File: config.mk
export PLATFORM = sky130hd
export DESIGN_NAME = i2c_gpio_bank
export DESIGN_NICKNAME = d
export VERILOG_FILES = /design/src/rtl/i2c_gpio_bank.sv
export SDC_FILE = /design/constraint.sdc
export NUM_CORES = 1
export LEC_CHECK = 0
export ABC_CLOCK_PERIOD_IN_PS = 2400
export BUFFER_PORTS_ARGS = -buffer_cell sky130_fd_sc_hd__buf_2
export CAP_MARGIN = 20
export CORE_MARGIN = 1.5
export CORE_UTILIZATION = 52
export CTS_CLUSTER_SIZE = 8
export DETAILED_ROUTE_END_ITERATION = 16
export PLACE_DENSITY = 0.77
export SETUP_SLACK_MARGIN = 0.3
export SLEW_MARGIN = 20
export SYNTH_ARGS = -nofsm -noshare
export SYNTH_HDL_FRONTEND = slang
export SYNTH_SLANG_ARGS = --single-unit
File: constraint.sdc
create_clock -name clk -period 2.4 [get_ports clk]
set_input_delay 0 -clock clk [delete_from_list [all_inputs] [get_ports clk]]
set_output_delay 0 -clock clk [all_outputs]
set_load 0.1 [all_outputs]
File: src/rtl/i2c_gpio_bank.sv
module i2c_gpio_bank #(
  parameter int NPINS = 44,
  parameter int NOUT = 30,
  parameter logic [6:0] DEV_BASE = 7'h28,
  parameter int REG_SEL_A = 307,
  parameter int REG_SEL_B = 308,
  parameter int REG_PWM = 309,
  parameter int PWM_PIN = 22,
  parameter int SELW = 3,
  parameter int FILT = 3
) (
  input  logic             clk,
  input  logic             rst_n,
  input  logic             scl_i,
  input  logic             sda_i,
  output logic             sda_oe,
  input  logic [NPINS-1:0] pin_i,
  output logic [NPINS-1:0] pin_o,
  output logic [NPINS-1:0] pin_oe,
  input  logic             pwm_i,
  output logic [SELW-1:0]  uart_sel_a,
  output logic [SELW-1:0]  uart_sel_b
);

  typedef enum logic [2:0] {S_IDLE, S_RX, S_ACK, S_TX, S_RACK} st_t;
  typedef enum logic [2:0] {PH_DEV, PH_AH, PH_AL, PH_WD, PH_RD, PH_IGN} ph_t;

  logic [1:0]      scl_m, sda_m;
  logic [FILT-1:0] scl_h, sda_h;
  logic            scl_f, sda_f, scl_p, sda_p;

  always_ff @(posedge clk or negedge rst_n) begin
    if (!rst_n) begin
      scl_m <= '1; sda_m <= '1;
      scl_h <= '1; sda_h <= '1;
      scl_f <= 1'b1; sda_f <= 1'b1;
      scl_p <= 1'b1; sda_p <= 1'b1;
    end else begin
      scl_m <= {scl_m[0], scl_i};
      sda_m <= {sda_m[0], sda_i};
      scl_h <= {scl_h[FILT-2:0], scl_m[1]};
      sda_h <= {sda_h[FILT-2:0], sda_m[1]};
      if (&scl_h) scl_f <= 1'b1;
      else if (~|scl_h) scl_f <= 1'b0;
      if (&sda_h) sda_f <= 1'b1;
      else if (~|sda_h) sda_f <= 1'b0;
      scl_p <= scl_f;
      sda_p <= sda_f;
    end
  end

  wire scl_rise = scl_f & ~scl_p;
  wire scl_fall = ~scl_f & scl_p;
  wire bus_start = scl_f & scl_p & sda_p & ~sda_f;
  wire bus_stop = scl_f & scl_p & ~sda_p & sda_f;

  st_t         st;
  ph_t         ph;
  logic [3:0]  cnt;
  logic [7:0]  sr, tx, rdata;
  logic [15:0] ptr;
  logic        acked;

  logic [NOUT-1:0]  oe_q, out_q;
  logic [NPINS-1:0] in_m, in_s;
  logic             pwm_en;

  wire byte_done = (st == S_RX) && scl_fall && (cnt == 4'd8);
  wire dev_hit = (sr[7:4] == DEV_BASE[6:3]);
  wire wr_en = byte_done && (ph == PH_WD);

  always_comb begin
    rdata = 8'h00;
    for (int i = 0; i < NPINS; i++)
      if (ptr == 16'(i)) rdata[2] = in_s[i];
    for (int i = 0; i < NOUT; i++)
      if (ptr == 16'(i)) rdata[1:0] = {out_q[i], oe_q[i]};
    if (ptr == 16'(REG_SEL_A)) rdata = {{(8-SELW){1'b0}}, uart_sel_a};
    if (ptr == 16'(REG_SEL_B)) rdata = {{(8-SELW){1'b0}}, uart_sel_b};
    if (ptr == 16'(REG_PWM))   rdata = {7'b0, pwm_en};
  end

  always_ff @(posedge clk or negedge rst_n) begin
    if (!rst_n) begin
      st <= S_IDLE;
      ph <= PH_DEV;
      cnt <= '0;
      sr <= '0;
      tx <= '0;
      ptr <= '0;
      acked <= 1'b0;
    end else if (bus_start) begin
      st <= S_RX;
      ph <= PH_DEV;
      cnt <= '0;
    end else if (bus_stop) begin
      st <= S_IDLE;
    end else begin
      case (st)
        S_RX: begin
          if (scl_rise) begin
            sr <= {sr[6:0], sda_f};
            cnt <= cnt + 4'd1;
          end else if (byte_done) begin
            st <= S_ACK;
            case (ph)
              PH_DEV: begin
                if (!dev_hit) st <= S_IDLE;
                else if (sr[0]) begin
                  ph <= PH_RD;
                  tx <= rdata;
                end else ph <= PH_AH;
              end
              PH_AH: begin
                ptr[15:8] <= sr;
                ph <= PH_AL;
              end
              PH_AL: begin
                ptr[7:0] <= sr;
                ph <= PH_WD;
              end
              default: ph <= PH_IGN;
            endcase
          end
        end
        S_ACK: begin
          if (scl_fall) begin
            cnt <= '0;
            st <= (ph == PH_RD) ? S_TX : S_RX;
          end
        end
        S_TX: begin
          if (scl_rise) cnt <= cnt + 4'd1;
          else if (scl_fall) begin
            if (cnt == 4'd8) st <= S_RACK;
            else tx <= {tx[6:0], 1'b0};
          end
        end
        S_RACK: begin
          if (scl_rise) acked <= ~sda_f;
          else if (scl_fall) begin
            if (acked) begin
              tx <= rdata;
              cnt <= '0;
              st <= S_TX;
            end else st <= S_IDLE;
          end
        end
        default: ;
      endcase
    end
  end

  always_ff @(posedge clk or negedge rst_n) begin
    if (!rst_n) begin
      oe_q <= '0;
      out_q <= '0;
      uart_sel_a <= '0;
      uart_sel_b <= '0;
      pwm_en <= 1'b0;
      in_m <= '0;
      in_s <= '0;
    end else begin
      in_m <= pin_i;
      in_s <= in_m;
      for (int i = 0; i < NOUT; i++)
        if (wr_en && ptr == 16'(i)) begin
          oe_q[i] <= sr[0];
          out_q[i] <= sr[1];
        end
      if (wr_en && ptr == 16'(REG_SEL_A)) uart_sel_a <= sr[SELW-1:0];
      if (wr_en && ptr == 16'(REG_SEL_B)) uart_sel_b <= sr[SELW-1:0];
      if (wr_en && ptr == 16'(REG_PWM)) pwm_en <= sr[0];
    end
  end

  assign sda_oe = (st == S_ACK) || (st == S_TX && !tx[7]);

  always_comb begin
    pin_oe = '0;
    pin_o = '0;
    pin_oe[NOUT-1:0] = oe_q;
    pin_o[NOUT-1:0] = out_q;
    if (pwm_en) begin
      pin_oe[PWM_PIN] = 1'b1;
      pin_o[PWM_PIN] = pwm_i;
    end
  end

endmodule

# After elaboration in Yosys (flattened, before gate mapping)

Cells that the tools add are included.

Register bits after elaboration: 212
Bits of input ports: 49
Output and inout bits: 95
Word-level logic and storage cells: 366

Add/subtract/negate cells: 1
Equality and inequality tests: 85
Mux-type cells: 126
Bitwise logic cells: 14
Reduce and logical (&&, ||, !) cells: 59

Operators by type and width:

| operator              | number |
|---|---|
| $eq A16 B5 Y1 const B | 16 |
| $eq A16 B6 Y1 const B | 12 |
| $eq A16 B4 Y1 const B | 8 |
| $mux W8               | 13 |
| $mux W2               | 34 |
| $eq A16 B3 Y1 const B | 4 |
| $mux W3               | 18 |
| $mux W1               | 50 |
| $eq A16 B9 Y1 const B | 3 |
| $logic_and A1 B1 Y1   | 37 |
| $eq A16 B2 Y1 const B | 2 |
| $ne A4 B4 Y1 const B  | 8 |
| $mux W4               | 7 |
| $ne A2 B2 Y1 const B  | 13 |
| $pmux W8 S3           | 1 |
| $eq A16 B1 Y1 const B | 1 |
| $logic_not A16 Y1     | 1 |
| $ne A3 B3 Y1 const B  | 5 |
| $reduce_and A14 Y1    | 1 |
| $eq A3 B2 Y1 const B  | 4 |
| $pmux W3 S4           | 1 |
| $pmux W4 S3           | 1 |
| $reduce_and A6 Y1     | 2 |
| $pmux W3 S3           | 1 |
| other kinds (23)      | 42 |

# Longest topological paths before layout

Gate-level depths: netlist of the first run.

Depth after elaboration: 54
Depth in mapped cells: 11
Gate-level depth less buffers: 9

# Least setup slack after synthesis of the first run

Ideal clock, no wire load.

Path type: reg2out
Start point: register st[1]
End point: output port sda_oe
Data arrival time: 2.965 ns
Required time: 2.400 ns
Setup slack: -0.565 ns
Stages on the path, launching flop included: 4
Buffers on the path: 1
Cells stage by stage: dfrtp_1 > buf_2 > nor2b_1 > a21boi_0

Longest elaborated chain between the ends: 3
Elaborated cells between the ends (all ways): 4
Classes of those cells: eq/ne: 2; reduce/logical: 2

RTL lines:

| item                   | line | RTL |
|---|---|---|
| start, declared        | 57   | `st_t st;` |
| start signal, assigned | 129  | `st <= (ph == PH_RD) ? S_TX : S_RX;` |
| $eq A3 B2 Y1           | 177  | `assign sda_oe = (st == S_ACK) \|\| (st == S_TX && !tx[7]);` |
| $logic_and A1 B1 Y1    | 177  |  |
| $logic_or A1 B1 Y1 (*) | 177  |  |
| end, declared          | 16   | `output logic sda_oe,` |

Mark *: on every way between the ends. The rest lies on a longest branch, timed or not.

# Final worst setup path of the first run

Start point: register ptr[13]
End point: register tx[1]

Longest elaborated chain between the ends: 40
Elaborated cells between the ends (all ways): 75
Classes of those cells: eq/ne: 32; mux: 42; reduce/logical: 1

RTL lines:

| item                   | line | RTL |
|---|---|---|
| start, declared        | 61   | `logic [15:0] ptr;` |
| start signal, assigned | 115  | `ptr[15:8] <= sr;` |
| $logic_not A16 Y1      | 77   | `if (ptr == 16'(i)) rdata[1:0] = {out_q[i], oe_q[i]};` |
| $mux W2 (30 in series) | 77   |  |
| $mux W3                | 78   | `if (ptr == 16'(REG_SEL_A)) rdata = {{(8-SELW){1'b0}}, uart_sel_a};` |
| $mux W8                | 79   | `if (ptr == 16'(REG_SEL_B)) rdata = {{(8-SELW){1'b0}}, uart_sel_b};` |
| $mux W8 (*)            | 80   | `if (ptr == 16'(REG_PWM)) rdata = {7'b0, pwm_en};` |
| $mux W8                | 109  | `else if (sr[0]) begin` |
| $mux W8                | 108  | `if (!dev_hit) st <= S_IDLE;` |
| $mux W8                | 106  | `case (ph)` |
| $mux W8                | 104  | `end else if (byte_done) begin` |
| $mux W8                | 101  | `if (scl_rise) begin` |
| $pmux W8 S3 (*)        | 99   | `case (st)` |
| end signal, assigned   | 111  | `tx <= rdata;` |
| end signal, assigned   | 136  | `else tx <= {tx[6:0], 1'b0};` |
| end signal, assigned   | 143  | `tx <= rdata;` |
| end, declared          | 60   | `logic [7:0] sr, tx, rdata;` |

Mark *: on every way between the ends. The rest lies on a longest branch, timed or not. The select of a mux whose other input is x is not followed.
A chain may end at the register's enable or synchronous reset.

==> results of run 1 <==
-- stage by stage --
stage | total power, uW | setup TNS (ps)
global route | 8960 | -31.4
finish | 8650 | 0
floorplan | 4580 | 0
global placement | 4860 | 0
CTS | 8630 | 0
detailed placement | 4880 | 0
-- worst register-to-register path, cell delays in order, from the launching register on --
cell      delay [ps]
dfrtp_1          410
or4_4            590
or4_4            510
nor3_2           200
a31oi_1           80
a211oi_1         240
o21a_1           150
o21ai_1           50
-- cell families (layout without fill, tap and decap cells) --
logic type | Yosys count | in the layout
AND/OR/NAND/NOR | 233 | 233
flip-flops | 212 | 212
AO/OA/AOI/OAI | 138 | 138
buffers and inverters | 135 | 303
multiplexers | 115 | 115
adder cells (fa/ha/maj) | 2 | 2
XOR/XNOR | 2 | 2
other | 1 | 28
-- layer usage --
layer / routed length, um / vias up / GRT usage (%) / share of wire [%]
met5: 0 / - / 0 / 0
met2: 12400 / 393 / 42.2 / 48
met3: 2060 / 90 / 5.09 / 8.0
met1: 10400 / 3579 / 33.6 / 40
li1: - / 3215 / - / -
met4: 921 / 0 / 9.74 / 3.6
-- layout make-up --
| class | count | area, sq um | share of cell area [%] |
|---|---|---|---|
| timing repair buffer | 254 | 1860 | 14.8 |
| inverter | 7 | 26.3 | 0.209 |
| multi-input combinational | 518 | 4250 | 33.8 |
| clock buffer | 40 | 788 | 6.27 |
| clock inverter | 2 | 21.3 | 0.169 |
| tap | 229 | 287 | 2.28 |
| sequential | 212 | 5330 | 42.4 |
-- state kept, by name, indices dropped and copies added, names as in the netlist, 2 cells and up --
name	count
sda_h	3
ptr	16
tx	8
ph	3
scl_m	2
cnt	4
sr	8
scl_h	3
sda_m	2
in_s	44
out_q	30
uart_sel_a	3
oe_q	30
uart_sel_b	3
st	3
in_m	44
-- how the worst max path moves through the flow --
stage / from / to / slack (ps)
after floorplan: cnt[0]$_DFFE_PN0P_ / oe_q[24]$_DFFE_PN0P_ / 90
after global placement: cnt[0]$_DFFE_PN0P_ / oe_q[25]$_DFFE_PN0P_ / 60
after detailed placement: ptr[13]$_DFFE_PN0P_ / tx[1]$_DFFE_PN0P_ / 20
after CTS: ptr[14]$_DFFE_PN0P_ / tx[0]$_DFFE_PN0P_ / 120
after global routing: ptr[8]$_DFFE_PN0P_ / tx[0]$_DFFE_PN0P_ / -20
final: ptr[13]$_DFFE_PN0P_ / tx[1]$_DFFE_PN0P_ / 70
-- cell usage in the layout (no fill, tap or decap), types with 5 or more instances in the layout --
master and count:
clkbuf_16 30, inv_1 6, conb_1 28, buf_12 6
o22ai_1 7, nor2_4 19, dfrtp_1 195, o211ai_1 5
nand4_1 5, dlygate4sd3_1 47, nor2_1 35, a22oi_1 5
mux2_2 37, a31oi_1 6, buf_4 75, mux2_4 66
buf_6 11, o21ai_0 31, a21oi_1 31, buf_2 113
nor2b_1 13, or2_2 5, nand3_1 16, clkbuf_1 10
nand2_1 52, nand2b_1 7, mux2i_1 9, dfstp_2 14
nand3b_1 5, a211oi_1 5, a32oi_1 8, nor3_1 11
-- report_power, final --
group / leakage [uW] / switching [uW] / internal [uW]
logic: 0.00282 / 715 / 348
clock network: 0.000392 / 1440 / 2240
registers: 0.00269 / 138 / 3770
total: 0.00591 / 2290 / 6360
-- what timing repair did --
action | in CTS | in global routing
endpoints found under the setup margin | 59 | 73
hold buffers | 47 | 0
hold endpoints to repair | 128 | 0
setup buffers | 11 | 9
gates resized for setup | 34 | 116
pin swaps | 13 | 36
==> implementation parameters, run 1 <==
Parameter                              Value

Placement
  Buffers on Ports    115
  Placement Cell Area    10,500 sq um
  Count of placed standard cells including taps    1,153
  Final HPWL from detailed placement    16,400 um
  Weighted congestion at the end of routability-driven global placement    1.00
  Worst slack after detailed placement    16.9 ps

Worst setup path
  CP Buf/Inv Count    0
  Worst endpoint data arrival time    2760 ps
  Max FO, Critical Path    3
  Startpoint kind of the worst setup timing path    flip-flop
  Crit path required time    2820 ps
  Terminus of the critical flop-to-flop path    tx[1]$_DFFE_PN0P_
  Most used cell, CP    or4_4
  Critical path capture point type    flip-flop
  Depth of the worst register-to-register path    7
  Cell family with the largest share of critical-path delay    simple AND/OR/NAND/NOR gates
  Master of the slowest instance on the critical path    or4_4
  CP Depth    7
  Beginning of the worst register-to-register path    ptr[13]$_DFFE_PN0P_
  Category of the most critical setup path    reg2reg
  Setup slack, reg-to-reg    70 ps
  Cells along the critical path    or4_4 > or4_4 > nor3_2 > a31oi_1 > a211oi_1 > o21a_1 > o21ai_1
  Delay of the slowest critical-path stage    590 ps

STA
  Min Tclk post-route    2330 ps
  Clock Skew    28.8 ps
  Worst hold slack    95.3 ps
  Minimum setup slack in the final design    65.8 ps
  Relative slew margins    52.0%
  Actual transition at the worst max-transition pin    720 ps
  Max-slew violation count    0
  Fmax    0.428 GHz
  RSZ-0062 raised after global routing    yes
  Final count of hold timing violations    0
  Crit share post-route    97.3%
  Setup-failing EPs final    0

Global routing
  GR Util All Layers    25.6%
  Pin count of the biggest net entering global routing    87
  Wire length of the first global-routing pass    39,400 um
  Number of antenna violations at the first check in global routing    0
  Via count of the first global-routing pass    7,428
  Leftover overflow at the end of global routing    0

Floorplan
  Width of the die    139 um
  Die extent in y    139 um
  Starting utilization of the core area    53.4%
  Die Outline Area    19,400 sq um
  I/O pin count    144
  Core box area    18,100 sq um
  Count of standard-cell rows    49

Yosys
  Complex-gate fraction of the synthesized area    9.36%
  Mux share of post-synthesis cell area    13.7%
  Post-synth top area share    51.3%
  Share of async-settable or async-resettable flops after synthesis    100%
  Synthesized-area fraction occupied by xor and xnor cells    0.181%
  Cell variety after synth    75
  Top cells by instance count after synthesis    198 x dfrtp_1, 101 x mux2_2, 87 x buf_4
  Number of enable flip-flop cells after synthesis    0
  Post-synth design cell area    9670 sq um
  Main flop type after synthesis    dfrtp_1
  Cell with the most instances after synthesis    dfrtp_1
  Synth Area per Inst    11.5 sq um
  Sequential-to-total area share from yosys stat    55.1%
  Flip-flop and latch count after synthesis    212
  Largest family of logic cells by synthesized area    multiplexers
  Yosys warning total    0
  Mapped Cells    838
  Synth Area in Adders    0.259%
  Cell type with the highest aggregate area in the netlist    dfrtp_1
  Top cells by area in the synthesized netlist    dfrtp_1 51%, mux2_2 12%, buf_4 6.8%
  Basic-gate share of the synthesized area counting and, or, nand and nor cells    12.6%

Route
  Total iterations of the first detailed-routing run    12
  DRC errors left    10
  Total via count in the routed design    7,277
  Post-DR wirelength/cell    20.5 um
  Number of DRC markers in iteration 0    676
  Antenna Violating Nets Remaining    0
  Routed wire length    25,800 um
  Vias/cell    5.77

Power and ir drop
  Peak supply drop    0.000574 V
  Power density of the placed cells    688 nW/um^2
  Leakage    0.00591 uW

Layout
  Share of post-route cells with drive strength above 1    42.6%
  Util after Layout    69.5%
  Synthesis-to-layout area growth    30.0%
  Number of nets at the end of the flow    1,074
  Cell area after layout    12,600 sq um
  Diodes inserted    0
  Non-filler instance count after layout    1,262
  Count of filler cells inserted in the layout    1,216

Clock tree
  Largest buffer count on any clock path    3
  Count of clock tree sinks    212
  Max H-tree Level    1
  Clock-pin slew on the worst setup and hold paths    50 ps
  Cell chosen for the clock root    clkbuf_16
  Clock latency on the worst-skew pair    550 ps
  Number of buffers inserted during clock tree synthesis    30
  CTS tree    yes

Run
  Max-cap check violation count    0

Worst hold path
  Hold Crit Class    in2reg
  Sink of the worst hold path    in_m[2]$_DFF_PN0_
  Worst hold stages    2
  Origin of the worst min-delay path    pin_i[2]

Outcome
  Violated checks    DRC
  Outcome    finished, violations left
Power figures use the tool's default switching activity.
==> inputs of run 2 (changes only) <==
--- a/config.mk
+++ b/config.mk
@@ -13,6 +13,7 @@
 export CTS_CLUSTER_SIZE = 8
 export DETAILED_ROUTE_END_ITERATION = 16
 export PLACE_DENSITY = 0.77
+export RECOVER_POWER = 100
 export SETUP_SLACK_MARGIN = 0.3
 export SLEW_MARGIN = 20
 export SYNTH_ARGS = -nofsm -noshare
==> run 2 against run 1 <==
Effect of this change:
- the run ends with DRC, capacitance limit, slew limit left
- cell area shrank 1.9%
- first-iteration DRC count grew 15%
- sequential cell count is the same
- combinational power is essentially flat
- worst setup slack lost 30 ps
==> implementation parameters, run 2 (synthesis results as in run 1) <==
Parameter                              Value

Floorplan
  Die Outline Area    19,400 sq um (unchanged)
  Width of the die    139 um (unchanged)
  Die extent in y    139 um (unchanged)
  Core box area    18,100 sq um (unchanged)
  I/O pin count    144 (unchanged)
  Count of standard-cell rows    49 (unchanged)
  Starting utilization of the core area    53.4% (unchanged)

Clock tree
  Max H-tree Level    1 (unchanged)
  CTS tree    yes
  Clock-pin slew on the worst setup and hold paths    50 ps (about the same)
  Largest buffer count on any clock path    3 (unchanged)
  Number of buffers inserted during clock tree synthesis    30 (unchanged)
  Clock latency on the worst-skew pair    550 ps (about the same)
  Cell chosen for the clock root    clkbuf_16
  Count of clock tree sinks    212 (unchanged)

Layout
  Largest regs    in_m x44, in_s x44
  Util after Layout    68.2% (-1.3 points)
  Share of post-route cells with drive strength above 1    33.4% (-9.2 points)
  Diodes inserted    0 (unchanged)
  Synthesis-to-layout area growth    27.5%
  Leading cell type in the layout, fill and taps excluded    dfrtp_1
  Number of nets at the end of the flow    1,074 (unchanged)
  Count of filler cells inserted in the layout    1,285 (+5.7%)
  Non-filler instance count after layout    1,262 (unchanged)
  Commonest cells after routing, fill and taps aside    195 x dfrtp_1, 85 x clkbuf_1, 71 x buf_4

Worst hold path
  Hold Crit Class    in2reg

STA
  Final count of hold timing violations    0 (unchanged)
  Relative slew margins    -33.0% (-85 points)
  Clock Skew    26.3 ps (-2.54 ps)
  Max-slew violation count    85 (+85)
  Min Tclk post-route    2360 ps (+29.9 ps)
  Actual transition at the worst max-transition pin    2000 ps (+1280 ps)
  Setup-failing EPs final    0 (unchanged)
  RSZ-0062 raised after global routing    yes
  Crit share post-route    98.5% (+1.2 points)
  Fmax    0.423 GHz (-1.3%)

Placement
  Final HPWL from detailed placement    16,400 um (unchanged)
  Count of placed standard cells including taps    1,153 (unchanged)
  Weighted congestion at the end of routability-driven global placement    1.00 (unchanged)
  Buffers on Ports    115 (unchanged)

Route
  DRC errors left    10 (unchanged)
  Total via count in the routed design    7,270 (-0.096%)
  Number of DRC markers in iteration 0    779 (+15%)
  Total iterations of the first detailed-routing run    11 (-1)
  Routed wire length    25,800 um (-0.10%)
  Post-DR wirelength/cell    20.5 um (-0.10%)
  Vias/cell    5.76 (about the same)
  Antenna Violating Nets Remaining    0 (unchanged)

Worst setup path
  Timing endpoint of the critical path    tx[1]$_DFFE_PN0P_
  Setup crit start    ptr[13]$_DFFE_PN0P_
  Worst endpoint data arrival time    2780 ps (+20 ps)
  Setup slack, reg-to-reg    40 ps (-30 ps)
  Category of the most critical setup path    reg2reg
  Startpoint kind of the worst setup timing path    flip-flop
  Crit path required time    2820 ps (about the same)
  Terminus of the critical flop-to-flop path    tx[1]$_DFFE_PN0P_
  Beginning of the worst register-to-register path    ptr[13]$_DFFE_PN0P_
  Critical path capture point type    flip-flop
  Depth of the worst register-to-register path    7 (unchanged)
  Max FO, Critical Path    3 (unchanged)

Global routing
  GR Util All Layers    25.6% (unchanged)
  Via count of the first global-routing pass    7,428 (unchanged)
  Wire length of the first global-routing pass    39,400 um (unchanged)
  Pin count of the biggest net entering global routing    87 (unchanged)
  Leftover overflow at the end of global routing    0 (unchanged)
  Number of antenna violations at the first check in global routing    0 (unchanged)

Outcome
  Violated checks    DRC, capacitance limit, slew limit
  Outcome    finished, violations left

Power and ir drop
  Peak supply drop    0.000573 V (about the same)
  Power density of the placed cells    700 nW/um^2 (+1.7%)
  Leakage    0.00555 uW (-6.0%)

Run
  Max-cap check violation count    1 (+1)
==> run 2: cell types whose count changed in the layout (fill, tap and decap cells not counted), sizes merged <==
| cell | delta |
|---|---|
| clkbuf | +76 |
| buf | -76 |
==> run 2: power by group <==
group / switching [uW] / total (uW) / internal [uW]
sequential: 136 / 3910 / 3770
combinational: 713 / 1050 / 339
clock: 1430 / 3670 / 2240
==> run 2: metrics by stage <==
step                hold WS [ps]  instance area [sq um]  setup WS [ps]  TNS [ps]  power, uW
CTS                         85.6                  12000            115         0       8630
finish                      98.3                  12300           35.9         0       8630
detailed placement           109                  10500           16.9         0       4880
global route                 100                  12300          -20.2      -113       8940
floorplan                   -296                   9900           88.5         0       4580
global placement             105                  10500           57.0         0       4860
==> run 2: area by class of cell <==
| type | count | area, sq um | share of cell area [%] |
|---|---|---|---|
| clock inverter | 2 | 21.3 | 0.173 |
| clock buffer | 40 | 788 | 6.39 |
| multi-input combinational | 518 | 4150 | 33.7 |
| sequential | 212 | 5330 | 43.2 |
| tap | 229 | 287 | 2.32 |
| timing repair buffer | 254 | 1730 | 14.0 |
| inverter | 7 | 26.3 | 0.213 |
==> run 2: worst min path at each step <==
stage | slack (ps) | cells after the start | endpoint | from
CTS | 90 | 2 | in_m[43]$_DFF_PN0_ | pin_i[43]
global route | 100 | 2 | in_m[20]$_DFF_PN0_ | pin_i[20]
finish | 100 | 2 | in_m[2]$_DFF_PN0_ | pin_i[2]
global placement | 100 | 1 | scl_m[0]$_DFF_PN1_ | scl_i
detailed placement | 110 | 1 | in_m[25]$_DFF_PN0_ | rst_n
floorplan | -300 | 0 | acked$_DFFE_PN0P_ | rst_n
==> run 2: critical path: stages, from the launching register on <==
cell      delay [ps]
dfrtp_1          410
or4_4            580
or4_4            520
nor3_2           210
a31oi_1           80
a211oi_1         240
o21a_1           160
o21ai_1           60
==> run 2: routing by layer <==
metal | vias up | wire, um | global-route usage (%) | share of wire, %
met5 | - | 0 | 0 | 0
met3 | 75 | 2030 | 5.09 | 7.9
li1 | 3220 | - | - | -
met2 | 381 | 12500 | 42.2 | 48
met4 | 0 | 809 | 9.74 | 3.1
met1 | 3594 | 10500 | 33.6 | 41
==> run 2: repair_timing <==
| item | in CTS | in global routing |
|---|---|---|
| pin swaps | 13 | 36 |
| resized for setup | 34 | 116 |
| hold buffers | 47 | 0 |
| buffers inserted | 11 | 9 |
| endpoints found under the setup margin | 59 | 73 |
| hold endpoints to repair | 128 | 0 |
